### src/rtl/supv_mode_pkg.sv
package supv_mode_pkg;

    localparam int ADDR_W = 3;
    localparam int DATA_W = 4;

    localparam logic [ADDR_W-1:0] REG_MCTL = 3'd0;
    localparam logic [ADDR_W-1:0] REG_TIMG = 3'd2;

    typedef enum logic [2:0] {
        MODE_RESET   = 3'd0,
        MODE_NREQ    = 3'd1,
        MODE_NORMAL  = 3'd2,
        MODE_STANDBY = 3'd3,
        MODE_STOP    = 3'd4,
        MODE_SLEEP   = 3'd5
    } mode_t;

    typedef enum logic [1:0] {
        SEQ_IDLE  = 2'd0,
        SEQ_TIMED = 2'd1,
        SEQ_ARMED = 2'd2
    } seq_t;

    typedef struct packed {
        logic              mctl;
        logic              timg;
        logic              other;
        logic [DATA_W-1:0] data;
    } wr_evt_t;

    function automatic logic is_clear_code(logic [DATA_W-1:0] d);
        return d == 4'b0000;
    endfunction

    function automatic logic is_debug_code(logic [DATA_W-1:0] d);
        return d[2:0] == 3'b101;
    endfunction

    function automatic mode_t code_to_mode(logic [2:0] c, mode_t cur);
        case (c)
            3'b001:  return MODE_NORMAL;
            3'b010:  return MODE_STANDBY;
            3'b011:  return MODE_STOP;
            3'b100:  return MODE_SLEEP;
            3'b101:  return MODE_NORMAL;
            default: return cur;
        endcase
    endfunction

endpackage

### src/rtl/supv_wake_det.sv
module supv_wake_det (
    input  logic clk,
    input  logic rst,
    input  logic cs_i,
    output logic rise_o
);
    logic cs_q;

    always_ff @(posedge clk) begin
        if (rst) cs_q <= 1'b1;
        else     cs_q <= cs_i;
    end

    assign rise_o = cs_i & ~cs_q;

endmodule

### src/rtl/supv_tick_timer.sv
module supv_tick_timer #(
    parameter int RST_TICKS  = 1,
    parameter int NREQ_TICKS = 350
) (
    input  logic clk,
    input  logic rst,
    input  logic clr_i,
    input  logic run_i,
    input  logic tick_i,
    input  logic long_i,
    output logic hit_o
);
    localparam int LIM_MAX = (NREQ_TICKS > RST_TICKS) ? NREQ_TICKS : RST_TICKS;
    localparam int CNT_W   = $clog2(LIM_MAX + 1);
    localparam logic [CNT_W-1:0] RST_LAST  = CNT_W'(RST_TICKS - 1);
    localparam logic [CNT_W-1:0] NREQ_LAST = CNT_W'(NREQ_TICKS - 1);

    logic [CNT_W-1:0] cnt_q;
    logic [CNT_W-1:0] last;

    assign last  = long_i ? NREQ_LAST : RST_LAST;
    assign hit_o = run_i & tick_i & (cnt_q == last);

    always_ff @(posedge clk) begin
        if (rst || clr_i)
            cnt_q <= '0;
        else if (run_i && tick_i && (cnt_q != last))
            cnt_q <= cnt_q + 1'b1;
    end


    cnt_bound_chk: assert property (@(posedge clk) disable iff (rst)
        cnt_q <= CNT_W'(LIM_MAX - 1));

endmodule

### src/rtl/supv_dbg_seq.sv
module supv_dbg_seq
    import supv_mode_pkg::*;
(
    input  logic    clk,
    input  logic    rst,
    input  logic    por_i,
    input  logic    in_nreq_i,
    input  logic    enter_reset_i,
    input  logic    win_hit_i,
    input  wr_evt_t wr_i,
    input  logic    batfail_i,
    output logic    dbg_o,
    output logic    busy_o
);
    seq_t seq_q, seq_d;
    logic dbg_q, dbg_d;
    logic any_wr;

    assign any_wr = wr_i.mctl | wr_i.timg | wr_i.other;

    always_comb begin
        seq_d = seq_q;
        dbg_d = dbg_q;
        if (por_i || enter_reset_i) begin
            seq_d = SEQ_IDLE;
            dbg_d = 1'b0;
        end else begin
            if (wr_i.mctl && is_clear_code(wr_i.data) && dbg_q)
                dbg_d = 1'b0;
            case (seq_q)
                SEQ_IDLE: begin
                    if (in_nreq_i && wr_i.timg && !dbg_q)
                        seq_d = SEQ_TIMED;
                end
                SEQ_TIMED: begin
                    if (win_hit_i)
                        seq_d = SEQ_IDLE;
                    else if (wr_i.mctl && is_clear_code(wr_i.data) && batfail_i)
                        seq_d = SEQ_ARMED;
                    else if (any_wr)
                        seq_d = SEQ_IDLE;
                end
                SEQ_ARMED: begin
                    if (win_hit_i)
                        seq_d = SEQ_IDLE;
                    else if (wr_i.mctl && is_debug_code(wr_i.data)) begin
                        seq_d = SEQ_IDLE;
                        dbg_d = 1'b1;
                    end else if (any_wr)
                        seq_d = SEQ_IDLE;
                end
                default: seq_d = SEQ_IDLE;
            endcase
        end
    end

    always_ff @(posedge clk) begin
        if (rst) begin
            seq_q <= SEQ_IDLE;
            dbg_q <= 1'b0;
        end else begin
            seq_q <= seq_d;
            dbg_q <= dbg_d;
        end
    end

    assign dbg_o  = dbg_q;
    assign busy_o = (seq_q != SEQ_IDLE);


    dbg_rise_src_chk: assert property (@(posedge clk) disable iff (rst)
        $rose(dbg_q) |-> ($past(seq_q) == SEQ_ARMED));


    dbg_fall_src_chk: assert property (@(posedge clk) disable iff (rst)
        $fell(dbg_q) |-> $past(por_i || enter_reset_i || (wr_i.mctl && (wr_i.data == 4'b0000))));

endmodule

### src/rtl/supv_mode_ctrl.sv
module supv_mode_ctrl
    import supv_mode_pkg::*;
#(
    parameter int RST_TICKS  = 1,
    parameter int NREQ_TICKS = 350
) (
    input  logic       clk,
    input  logic       rst,
    input  logic       por_i,
    input  logic       tick_i,
    input  logic       wr_stb_i,
    input  logic [2:0] wr_addr_i,
    input  logic [3:0] wr_data_i,
    input  logic       rd_stb_i,
    input  logic [2:0] rd_addr_i,
    input  logic       cs_i,
    output logic [2:0] mode_o,
    output logic       rst_req_o,
    output logic       wd_en_o,
    output logic       batfail_o
);
    mode_t   mode_q, mode_d;
    wr_evt_t wr;
    logic    batfail_q;
    logic    dbg, busy, wake, hit;
    logic    clr, run, long_win, enter_reset;

    always_comb begin
        wr.mctl  = wr_stb_i && (wr_addr_i == REG_MCTL);
        wr.timg  = wr_stb_i && (wr_addr_i == REG_TIMG);
        wr.other = wr_stb_i && (wr_addr_i != REG_MCTL) && (wr_addr_i != REG_TIMG);
        wr.data  = wr_data_i;
    end

    always_comb begin
        mode_d = mode_q;
        if (por_i) begin
            mode_d = MODE_RESET;
        end else begin
            case (mode_q)
                MODE_RESET: begin
                    if (hit) mode_d = MODE_NREQ;
                end
                MODE_NREQ: begin
                    if (wr.timg)
                        mode_d = MODE_NORMAL;
                    else if (wr.mctl && dbg &&
                             (wr.data[2:0] == 3'b001 || wr.data[2:0] == 3'b010))
                        mode_d = code_to_mode(wr.data[2:0], mode_q);
                    else if (hit)
                        mode_d = MODE_RESET;
                end
                MODE_NORMAL, MODE_STANDBY: begin
                    if (wr.mctl) mode_d = code_to_mode(wr.data[2:0], mode_q);
                end
                MODE_STOP: begin
                    if (wake) mode_d = MODE_NREQ;
                end
                MODE_SLEEP: begin
                    if (wake) mode_d = dbg ? MODE_NREQ : MODE_RESET;
                end
                default: mode_d = MODE_RESET;
            endcase
        end
    end

    assign enter_reset = (mode_d == MODE_RESET) && (mode_q != MODE_RESET);
    assign clr         = por_i || ((mode_d != mode_q) &&
                         (mode_d == MODE_RESET || mode_d == MODE_NREQ));
    assign run         = (mode_q == MODE_RESET) || (mode_q == MODE_NREQ) ||
                         ((mode_q == MODE_NORMAL) && busy);
    assign long_win    = (mode_q != MODE_RESET);

    always_ff @(posedge clk) begin
        if (rst) begin
            mode_q    <= MODE_RESET;
            batfail_q <= 1'b1;
        end else begin
            mode_q <= mode_d;
            if (por_i)
                batfail_q <= 1'b1;
            else if (rd_stb_i && (rd_addr_i == REG_MCTL))
                batfail_q <= 1'b0;
        end
    end

    supv_wake_det u_wake (
        .clk    (clk),
        .rst    (rst),
        .cs_i   (cs_i),
        .rise_o (wake)
    );

    supv_tick_timer #(
        .RST_TICKS  (RST_TICKS),
        .NREQ_TICKS (NREQ_TICKS)
    ) u_timer (
        .clk    (clk),
        .rst    (rst),
        .clr_i  (clr),
        .run_i  (run),
        .tick_i (tick_i),
        .long_i (long_win),
        .hit_o  (hit)
    );

    supv_dbg_seq u_seq (
        .clk           (clk),
        .rst           (rst),
        .por_i         (por_i),
        .in_nreq_i     (mode_q == MODE_NREQ),
        .enter_reset_i (enter_reset),
        .win_hit_i     (hit),
        .wr_i          (wr),
        .batfail_i     (batfail_q),
        .dbg_o         (dbg),
        .busy_o        (busy)
    );

    assign mode_o    = mode_q;
    assign rst_req_o = (mode_q == MODE_RESET);
    assign wd_en_o   = ~dbg;
    assign batfail_o = batfail_q;


    reset_exit_chk: assert property (@(posedge clk) disable iff (rst)
        (($past(mode_q) == MODE_RESET) && (mode_q != MODE_RESET)) |-> (mode_q == MODE_NREQ));


    normal_entry_chk: assert property (@(posedge clk) disable iff (rst)
        (($past(mode_q) == MODE_NREQ) && (mode_q == MODE_NORMAL)) |-> $past(wr_stb_i));


    stop_wake_chk: assert property (@(posedge clk) disable iff (rst)
        (($past(mode_q) == MODE_STOP) && (mode_q != MODE_STOP) && !$past(por_i))
        |-> ((mode_q == MODE_NREQ) && $past(cs_i)));


    batfail_set_chk: assert property (@(posedge clk) disable iff (rst)
        $rose(batfail_q) |-> $past(por_i));

endmodule

### config.mk
export PLATFORM = sky130hd
export DESIGN_NAME = supv_mode_ctrl
export DESIGN_NICKNAME = d
export VERILOG_FILES = /design/src/rtl/supv_mode_pkg.sv /design/src/rtl/supv_wake_det.sv /design/src/rtl/supv_tick_timer.sv /design/src/rtl/supv_dbg_seq.sv /design/src/rtl/supv_mode_ctrl.sv
export SDC_FILE = /design/constraint.sdc
export NUM_CORES = 1
export LEC_CHECK = 0
export BUFFER_PORTS_ARGS = -buffer_cell sky130_fd_sc_hd__buf_2
export CAP_MARGIN = 30
export CORE_MARGIN = 8
export CORE_UTILIZATION = 45
export CTS_CLUSTER_SIZE = 16
export DETAILED_ROUTE_END_ITERATION = 8
export PLACE_DENSITY = 0.67
export SLEW_MARGIN = 20
export SYNTH_ARGS = -nofsm -noshare
export SYNTH_HDL_FRONTEND = slang
export SYNTH_HIERARCHICAL = 1
export SYNTH_SLANG_ARGS = --single-unit
### constraint.sdc
create_clock -name clk -period 4 [get_ports clk]
set_input_delay 0.8 -clock clk [delete_from_list [all_inputs] [get_ports clk]]
set_output_delay 0.8 -clock clk [all_outputs]
set_load 0.01 [all_outputs]
Word-level counts from Yosys, hierarchy flattened. Index checks and enable logic that the tools add are counted.

Add/sub/neg operators: 1. Equal/unequal tests: 19. Multiplexer cells: 23. Bitwise operators: 7. Reduce and logical (&&, ||, !) cells: 39.

Operators with widths (number): 2-to-1 mux 3 bit (8); logical AND 1 bit (18); equality test 3 x 2 -> 1 bit (second input constant) (5); case mux 3 bit (5 select lines) (1); equality test 3 bit (second input constant) (4); logical NOT 3 bit (4); 2-to-1 mux 2 bit (6); case mux 3 bit (4 select lines) (1); adder 9 x 1 -> 9 bit (second input constant) (1); equality test 3 x 1 -> 1 bit (second input constant) (3); equality test 9 bit (1); 2-to-1 mux 9 bit (1); inequality test 9 bit (1); OR reduction 2 bit (4); logical OR 1 bit (7); case mux 2 bit (3 select lines) (1); nonzero test 3 bit (2); 2-to-1 mux 1 bit (5); logical NOT 4 bit (1); AND 1 bit (3); inequality test 3 x 2 -> 1 bit (second input constant) (1); inequality test 3 bit (1); equality test 2 x 1 -> 1 bit (second input constant) (1); equality test 2 bit (second input constant) (1); 6 further kinds (8).

Register bits: 17. Input bits: 17. Word-level logic and storage cells: 95.

Logic depth before layout (Yosys ltp). Gate-level depths: netlist of run 1.

Depth after elaboration: 15. Depth in mapped cells: 14.

Modules after synthesis. The synthesis of run 1 kept the hierarchy.

Modules (own cells, without submodules): supv_tick_timer (instances 1, cells an instance 65, area each 558.0 um^2, sequential area each 180.2 um^2); supv_mode_ctrl (instances 1, cells an instance 63, area each 459.2 um^2, sequential area each 80.1 um^2); supv_dbg_seq (instances 1, cells an instance 20, area each 178.9 um^2, sequential area each 60.1 um^2); supv_wake_det (instances 1, cells an instance 3, area each 32.5 um^2, sequential area each 20.0 um^2).

Least setup slack after synthesis of run 1. No wires, ideal clock.

Path type: reg2reg. From: register mode_q[2], in the netlist mode_o[2]. To: register u_timer.cnt_q[0]. Arrival: 2.933 ns. Data required time: 3.927 ns. Path slack: 0.994 ns. Stages on the path, launching flop included: 15. Path buffers: 2. Cells stage by stage: dfxtp_1 > clkbuf_1 > or3_1 > and4_1 > and4_2 > o21ai_1 > nor2_1 > a21oi_1 > o21bai_1 > a31o_2 > or2_2 > clkbuf_1 > nor2_1 > nand4b_2 > o211ai_2.

Elaborated cells on any way between the ends: 35.

RTL lines: from (decl) (line supv_mode_ctrl.sv:22) `mode_t mode_q, mode_d;`; from (signal assigned) (line supv_mode_ctrl.sv:79) `mode_q <= mode_d;`; nonzero test 3 bit (*) (line supv_mode_ctrl.sv:72) `assign long_win = (mode_q != MODE_RESET);`; via long_win (line supv_mode_ctrl.sv:26) `logic clr, run, long_win, enter_reset;`; 2-to-1 mux 9 bit (*) (line supv_tick_timer.sv:21) `assign last = long_i ? NREQ_LAST : RST_LAST;`; equality test 9 bit (*) (line supv_tick_timer.sv:22) `assign hit_o = run_i & tick_i & (cnt_q == last);`; AND 1 bit (*) (line supv_tick_timer.sv:22); via hit (line supv_mode_ctrl.sv:25) `logic dbg, busy, wake, hit;`; 2-to-1 mux 3 bit (line supv_mode_ctrl.sv:50) `else if (hit)`; 2-to-1 mux 3 bit (line supv_mode_ctrl.sv:47) `else if (wr.mctl && dbg &&`; 2-to-1 mux 3 bit (line supv_mode_ctrl.sv:45) `if (wr.timg)`; case mux 3 bit (5 select lines) (*) (line supv_mode_ctrl.sv:40) `case (mode_q)`; 2-to-1 mux 3 bit (*) (line supv_mode_ctrl.sv:37) `if (por_i) begin`; equality test 3 x 1 -> 1 bit / logical NOT 3 bit (equally long branches) (line supv_mode_ctrl.sv:69) `(mode_d == MODE_RESET || mode_d == MODE_NREQ));`; logical OR 1 bit (line supv_mode_ctrl.sv:69); logical AND 1 bit (*) (line supv_mode_ctrl.sv:68) `assign clr = por_i || ((mode_d != mode_q) &&`; logical OR 1 bit (*) (line supv_mode_ctrl.sv:68); via clr (line supv_mode_ctrl.sv:26); logical OR 1 bit (*) (line supv_tick_timer.sv:25) `if (rst || clr_i)`; to (signal assigned) (line supv_tick_timer.sv:28) `cnt_q <= cnt_q + 1'b1;`; to (decl) (line supv_tick_timer.sv:18) `logic [CNT_W-1:0] cnt_q;`.

The timed path passes the listed nets; every way through them passes the cells marked *. A chain may end at the register's enable or synchronous reset.

Worst setup path after layout of run 1. Same ends and word-level chain as after synthesis.

==> flow_metrics.py, run 1 <==
metrics = {
    "cells_and_area": {
        "drive_gt1_share_pct": 25.3,
        "area_delta_synth_final_pct": 11.8,
        "diodes": 0,
        "num-nets-final": 189,
        "final_cells": 201,
    },
    "cts": {
        "clock-sinks": 17,
        "cts_resized": 0,
        "clk_pin_slew_ps": 100,
        "cts_buffers": 3,
        "cts_tree": "built",
        "clock_tree.buffer_depth": 2,
        "cts_setup_buffers": 0,
        "clk_latency_ps": 290,
        "cts_root_buf": "clkbuf_4",
        "h-tree-depth": 1,
        "postCtsHoldBufs": 0,
    },
    "pwr": {
        "swShare_pct": 27.8,
        "p_leak_uw": 0.000529,
        "intPower_uw": 230,
        "pwr_density_cell_nw_per_um2": 232,
        "p_switching_uw": 88.6,
        "p_seq_share_pct": 54.4,
        "p_comb_share_pct": 16.1,
        "ir_worst_vdd_v": 0.000195,
        "clkPwrFrac_pct": 29.6,
    },
    "sta": {
        "clock.fmax_ghz": 0.322,
        "maxSlewHeadroom_pct": 54.4,
        "tightestPinTransition_ps": 678,
        "slew_viol_final": 0,
        "finalCritPeriodShare_pct": 77.6,
        "finalSetupTns_ps": 0,
        "skew_ps": 2.79,
        "finalHoldViolations": 0,
        "period_needed_ps": 3100,
        "rsz0062_at_grt": "false",
        "finalSetupViolCount": 0,
    },
    "die": {
        "std_cell_rows": 19,
        "fp.coreArea_um2": 2660,
        "die_h_um": 68.3,
        "start_util_pct": 46.1,
        "die_w_um": 68.3,
        "dieArea_um2": 4660,
        "io_pins": 23,
    },
    "run_status": {
        "status": "complete, no violations",
    },
    "worst_setup_path": {
        "crit_path_max_fanout": 13,
        "crit_type": "flop to flop",
        "r2r_setup_slack_ps": 900,
        "rr_endpoint": "u_timer/cnt_q[0]",
        "reg2reg_depth": 12,
        "path_cells": "or3_1 > and4_1 > and4_2 > o21ai_1 > nor2_1 > a21oi_1 > o21bai_1 > a31o_2 > or2_2 > nor2_1 > nand4b_2 > o211ai_2",
        "cp-start-kind": "flop",
        "path_common_cell": "nor2_1",
        "critPathRequiredTime_ps": 4230,
        "end_kind": "flop",
        "slowest_delay_ps": 480,
        "critPathSlowestCell": "or3_1",
        "reg2reg_from": "mode_o[2]",
        "arrival_ps": 3340,
        "startpoint": "mode_o[2]",
    },
    "placed_design": {
        "io_buffers": 22,
        "placed_cells": 197,
        "gp_congestion": 0.860,
        "hpwlAfterDp_mm": 2.36,
    },
    "grt": {
        "grt_overflow_total": 0,
        "met2_usage_pct": 23.4,
        "track_usage_pct": 14.5,
        "grt_use_met3_pct": 4.26,
        "grt.busiest_layer": "met2",
        "grt_pass1_wl_mm": 5.37,
        "antenna_found_initial": 0,
        "first_global_vias": 1220,
        "grt_max_degree": 14,
        "use_met1_pct": 18.4,
    },
    "route": {
        "wl_mm": 3.04,
        "vias": 1245,
        "dr.pass1.iters": 4,
        "viasPerCell": 6.19,
        "antenna_left": 0,
        "avgRoutedWirePerCell_um": 15.1,
        "drtIter0Drc": 48,
        "drcViolationCount": 0,
    },
    "synth": {
        "synth_edf_count": 0,
        "synth_warnings": 6,
        "yosysSeqAreaShare_pct": 27.7,
        "netlist_instances": 151,
        "syn_area_per_cell_um2": 8.14,
        "synth_seq_cells": 17,
        "netlist_area_um2": 1230,
        "synth_flop_cell": "dfxtp_1",
        "synth-async-reset-ratio_pct": 0,
        "yosysUniqueCellTypes": 53,
        "synth_fp_nets": 169,
    },
    "min_path": {
        "min_to": "u_seq/seq_q[0]",
        "min_delay_path_depth": 1,
        "min-delay-start": "u_seq/seq_q[1]",
        "hold_class": "flop to flop",
    },
    "flow_run": {
        "max_cap_violations": 0,
    },
}
==> sequential cells by signal (all words and copies together), names as in the netlist <==
| signal | flops |
|---|---|
| u_seq/dbg_o | 1 |
| u_seq/seq_q | 2 |
| batfail_o | 1 |
| u_timer/cnt_q | 9 |
| u_wake/cs_q | 1 |
| mode_o | 3 |
==> critical path, delay by kind of cell, from the launching register on <==
family | cells | cell delay (ps)
AO/OA/AOI/OAI | 5 | 770
AND/OR/NAND/NOR | 7 | 1850
flip-flops | 1 | 420
==> synthesized netlist by cell type (4+ instances only) <==
library cell / n / area, um^2
a21oi_1: 6 / 30.0
inv_1: 4 / 15.0
nor3b_1: 4 / 30.0
nor3_1: 5 / 25.0
nor2b_1: 7 / 43.8
nand3_1: 9 / 45.0
nor2_1: 16 / 60.1
or3_1: 6 / 37.5
xor2_1: 6 / 52.6
nand2_1: 5 / 18.8
dfxtp_1: 17 / 340
clkbuf_1: 6 / 22.5
==> power groups by stage <==
stage / logic (uW) / registers, uW / clock network [uW]
finish: 51.2 / 173 / 94.2
global route: 56.8 / 174 / 108
CTS: 50.9 / 173 / 97.4
detailed placement: 50.4 / 177 / 0
global placement: 48.3 / 177 / 0
floorplan: 31.0 / 176 / 0
==> layout make-up <==
type                            instances  area (um^2)
Fill cell                             260         1290
Tap cell                               31         38.8
Sequential cell                        17          340
Multi-Input combinational cell        123          840
Clock inverter                          1         7.51
Clock buffer                            3         22.5
Timing Repair Buffer                   22          110
Inverter                                4         15.0
==> layout by cell type (no fill, tap or decap), drive strengths merged, types with 4 or more instances in the layout <==
master  Yosys  layout
a21oi       6       6
nor3b       4       4
nor2b       7       7
a211oi      5       5
dfxtp      17      17
inv         4       4
or3         6       6
and4        4       4
xor2        6       6
nand2       6       6
nand3       9       9
buf         1      22
nor3        5       5
nor2       17      17
nor4        4       4
==> per-stage QoR <==
stage | setup slack (ps) | instance area [um^2] | total power [uW] | hold WS, ps | utilization, %
floorplan | 994 | 1230 | 207 | 443 | -
global placement | 1070 | 1340 | 225 | 474 | 50.5
detailed placement | 947 | 1340 | 227 | 481 | 50.5
CTS | 901 | 1370 | 321 | 496 | 51.6
global route | 625 | 1370 | 338 | 538 | 51.6
finish | 895 | 1370 | 319 | 498 | 51.6
==> how the worst max path moves through the flow <==
stage               slack [ps]                to  depth (start not counted)
finish                     900  u_timer/cnt_q[0]                         12
global route               620  u_timer/cnt_q[0]                         12
global placement          1070  u_timer/cnt_q[0]                         12
detailed placement         950  u_timer/cnt_q[2]                         12
floorplan                  990  u_timer/cnt_q[0]                         14
CTS                        900  u_timer/cnt_q[0]                         12
==> per-layer routing <==
metal / wire length (um) / up-vias / share of wire, %
met5: 0 / - / 0
met4: 0 / 0 / 0
met3: 189 / 0 / 6.2
met2: 1450 / 48 / 48
met1: 1410 / 587 / 46
li1: - / 610 / -
==> cell families (layout without fill, tap and decap cells) <==
| group | count (synthesis) | count (layout) | synth area share [%] |
|---|---|---|---|
| AOI/OAI and AO/OA | 31 | 31 | 19.0 |
| and+or+nand+nor | 85 | 85 | 44.0 |
| buffers and inverters | 11 | 30 | 3.97 |
| xor gates and xnor gates | 6 | 6 | 4.28 |
| DFF | 17 | 17 | 27.7 |
| adders and majority gates | 1 | 1 | 1.02 |
(Power assumes the default switching activity.)
==> run 2, diff against run 1 <==
--- a/config.mk
+++ b/config.mk
@@ -5,6 +5,7 @@
 export SDC_FILE = /design/constraint.sdc
 export NUM_CORES = 1
 export LEC_CHECK = 0
+export ABC_AREA = 1
 export BUFFER_PORTS_ARGS = -buffer_cell sky130_fd_sc_hd__buf_2
 export CAP_MARGIN = 30
 export CORE_MARGIN = 8
==> constraint.sdc (replaced) <==
create_clock -name clk -period 3.2 [get_ports clk]
set_input_delay 0.64 -clock clk [delete_from_list [all_inputs] [get_ports clk]]
set_output_delay 0.64 -clock clk [all_outputs]
set_load 0.01 [all_outputs]
==> run 2 against run 1 <==
Effect of this change: power is 25% higher; die area is 2.1% higher; critical path depth is 7 higher; critical endpoint is now u_timer/cnt_q[3]; largest cell class unchanged; largest power group unchanged.
==> flow_metrics.py, run 2 <==
metrics = {
    "run_status": {
        "status": "complete, no violations",
    },
    "cts": {
        "clk_latency_ps": 290,
        "clk_pin_slew_ps": 100,
        "cts_root_buf": "clkbuf_4",
        "postCtsHoldBufs": 0,
        "clock-sinks": 17,
        "cts_tree": "built",
        "clock_tree.buffer_depth": 2,
        "cts_setup_buffers": 0,
        "cts_buffers": 3,
        "cts_resized": 0,
        "h-tree-depth": 1,
    },
    "placed_design": {
        "io_buffers": 22,
        "gp_congestion": 0.818,
        "dpl-instance-area_um2": 1410,
        "hpwlAfterDp_mm": 2.36,
    },
    "worst_setup_path": {
        "critPathRequiredTime_ps": 3410,
        "cp-start-kind": "flop",
        "crit_path_max_fanout": 9,
        "path_common_cell": "nor2_1",
        "crit_type": "flop to flop",
        "end_kind": "flop",
        "path_cells": "inv_1 > nand2_1 > nor2_2 > inv_1 > nor2_1 > nand3_1 > nand2_1 > nand3_4 > nor2_1 > nor2_1 > nor2_1 > nor2_2 > nor2_1 > nor2_1 > nand2_1 > nand3_2 > nor2_2 > inv_1 > nor3_1",
        "critPathSlowestCell": "dfxtp_1",
        "r2r_setup_slack_ps": 450,
        "arrival_ps": 2970,
        "slowest_delay_ps": 370,
    },
    "sta": {
        "rsz0062_at_grt": "false",
        "finalSetupViolCount": 0,
        "maxSlewHeadroom_pct": 74.2,
        "slew_viol_final": 0,
        "fin_hold_ws_ps": 485,
        "period_needed_ps": 2750,
        "finalSetupTns_ps": 0,
        "clock.fmax_ghz": 0.364,
        "finalCritPeriodShare_pct": 86.0,
        "skew_ps": 1.79,
        "tightestPinTransition_ps": 384,
        "finalHoldViolations": 0,
    },
    "route": {
        "drtIter0Drc": 62,
        "drcViolationCount": 0,
        "avgRoutedWirePerCell_um": 10.5,
        "antenna_left": 0,
        "dr.pass1.iters": 4,
        "vias": 1314,
        "wl_mm": 2.88,
        "viasPerCell": 4.78,
    },
    "cells_and_area": {
        "fin_util_pct": 53.1,
        "largest_register_ffs": 9,
        "area_delta_synth_final_pct": 14.1,
        "largest-register": "u_timer/cnt_q",
        "diodes": 0,
        "fillers": 295,
        "regArea_um2": 340,
        "design_area_um2": 1440,
        "final_common_cell": "nand2_1",
        "multi_input_area_um2": 796,
        "num-nets-final": 263,
        "drive_gt1_share_pct": 21.7,
        "mostFrequentLayoutCells": "nand2_1 (56), nor2_1 (49), inv_1 (30)",
    },
    "die": {
        "std_cell_rows": 19,
        "die_h_um": 69.0,
        "io_pins": 23,
        "dieArea_um2": 4760,
        "die_w_um": 69.0,
        "start_util_pct": 46.6,
        "fp.coreArea_um2": 2710,
    },
    "synth": {
        "yosys-top-cells-count": "nand2_1 (56), nor2_1 (50), inv_1 (30), dfxtp_1 (17), nand3_1 (14)",
        "synth_seq_cells": 17,
        "synth_fp_nets": 236,
        "yosysSeqAreaShare_pct": 27.0,
        "netlist_instances": 218,
        "synth_area_leader_cell": "dfxtp_1",
        "synth-async-reset-ratio_pct": 0,
        "yosysUniqueCellTypes": 24,
        "synth_warnings": 6,
        "synth_top_area_share_pct": 27.0,
        "synth_flop_cell": "dfxtp_1",
        "netlist_area_um2": 1260,
        "syn_area_per_cell_um2": 5.79,
        "synth_edf_count": 0,
        "post-synth-top-count-cell": "nand2_1",
        "netlist_top_cells_area": "dfxtp_1 (27%), nand2_1 (17%), nor2_1 (15%)",
    },
    "pwr": {
        "pwr_density_cell_nw_per_um2": 277,
        "power.total_uw": 399,
        "ir_worst_vdd_v": 0.000226,
        "p_leak_uw": 0.000647,
    },
    "grt": {
        "grt_max_degree": 10,
        "grt_pass1_wl_mm": 5.11,
        "grt_overflow_total": 0,
        "track_usage_pct": 13.7,
        "antenna_found_initial": 0,
        "first_global_vias": 1275,
    },
    "min_path": {
        "hold_class": "flop to flop",
    },
    "flow_run": {
        "max_cap_violations": 0,
    },
}
==> run 2: cell types whose count changed in the layout (fill, tap and decap cells not counted), sizes merged, moves of 5 or more <==
cell    change
nor2b       -7
or3         -6
xor2        -6
nand3       +9
nand2      +56
a211oi      -5
inv        +29
nor2       +40
==> run 2: path summary, 6_finish.rpt <==
check	startpoint	endpoint	cells after the start
worst min-delay path	batfail_o	batfail_o	2
worst max register to register	mode_o[2]	u_timer/cnt_q[3]	19
worst max-delay path	mode_o[2]	u_timer/cnt_q[3]	19
worst min register to register	batfail_o	batfail_o	2
==> run 2: final cells by class <==
cell class	count	share of cell area, %
inverters	34	8.95
repair buffers	22	7.65
multi-input cells	167	55.3
flip-flops and latches	17	23.6
clock buffers	4	1.82
well taps	31	2.69
==> run 2: power breakdown <==
| group | switching [uW] | internal (uW) |
|---|---|---|
| logic | 44.8 | 25.4 |
| registers | 1.64 | 213 |
| clock network | 65.7 | 48.5 |
==> run 2: logic make-up (layout without fill, tap and decap cells) <==
| kind of cell | after synthesis | count (layout) | share of synthesized area (%) |
|---|---|---|---|
| adder cells (fa/ha/maj) | 1 | 1 | 0.991 |
| AND/OR/NAND/NOR | 147 | 147 | 52.7 |
| buffers and inverters | 34 | 60 | 10.2 |
| XOR/XNOR | 1 | 1 | 0.694 |
| AO/OA/AOI/OAI | 18 | 18 | 8.42 |
| flip-flops | 17 | 17 | 27.0 |
==> run 2: stage by stage <==
| step | std cells | worst slack (ps) |
|---|---|---|
| finish | 275 | 449 |
| global route | 275 | 5.36 |
| CTS | 275 | 272 |
| detailed placement | 271 | 313 |
| global placement | 271 | 470 |
| floorplan | 218 | 654 |
==> run 2: metal layers <==
layer | share of wire, % | GRT usage (%) | up-vias
met5 | 0 | 0 | -
met4 | 0.59 | 7.02 | 0
met3 | 2.9 | 1.45 | 2
met2 | 52 | 25.0 | 12
met1 | 44 | 15.3 | 573
li1 | - | - | 727
==> run 2: critical path, delay by kind of cell, from the launching register on <==
kind,cells,cell delay (ps)
buffers and inverters,3,310
AND/OR/NAND/NOR,16,2000
flip-flops,1,370
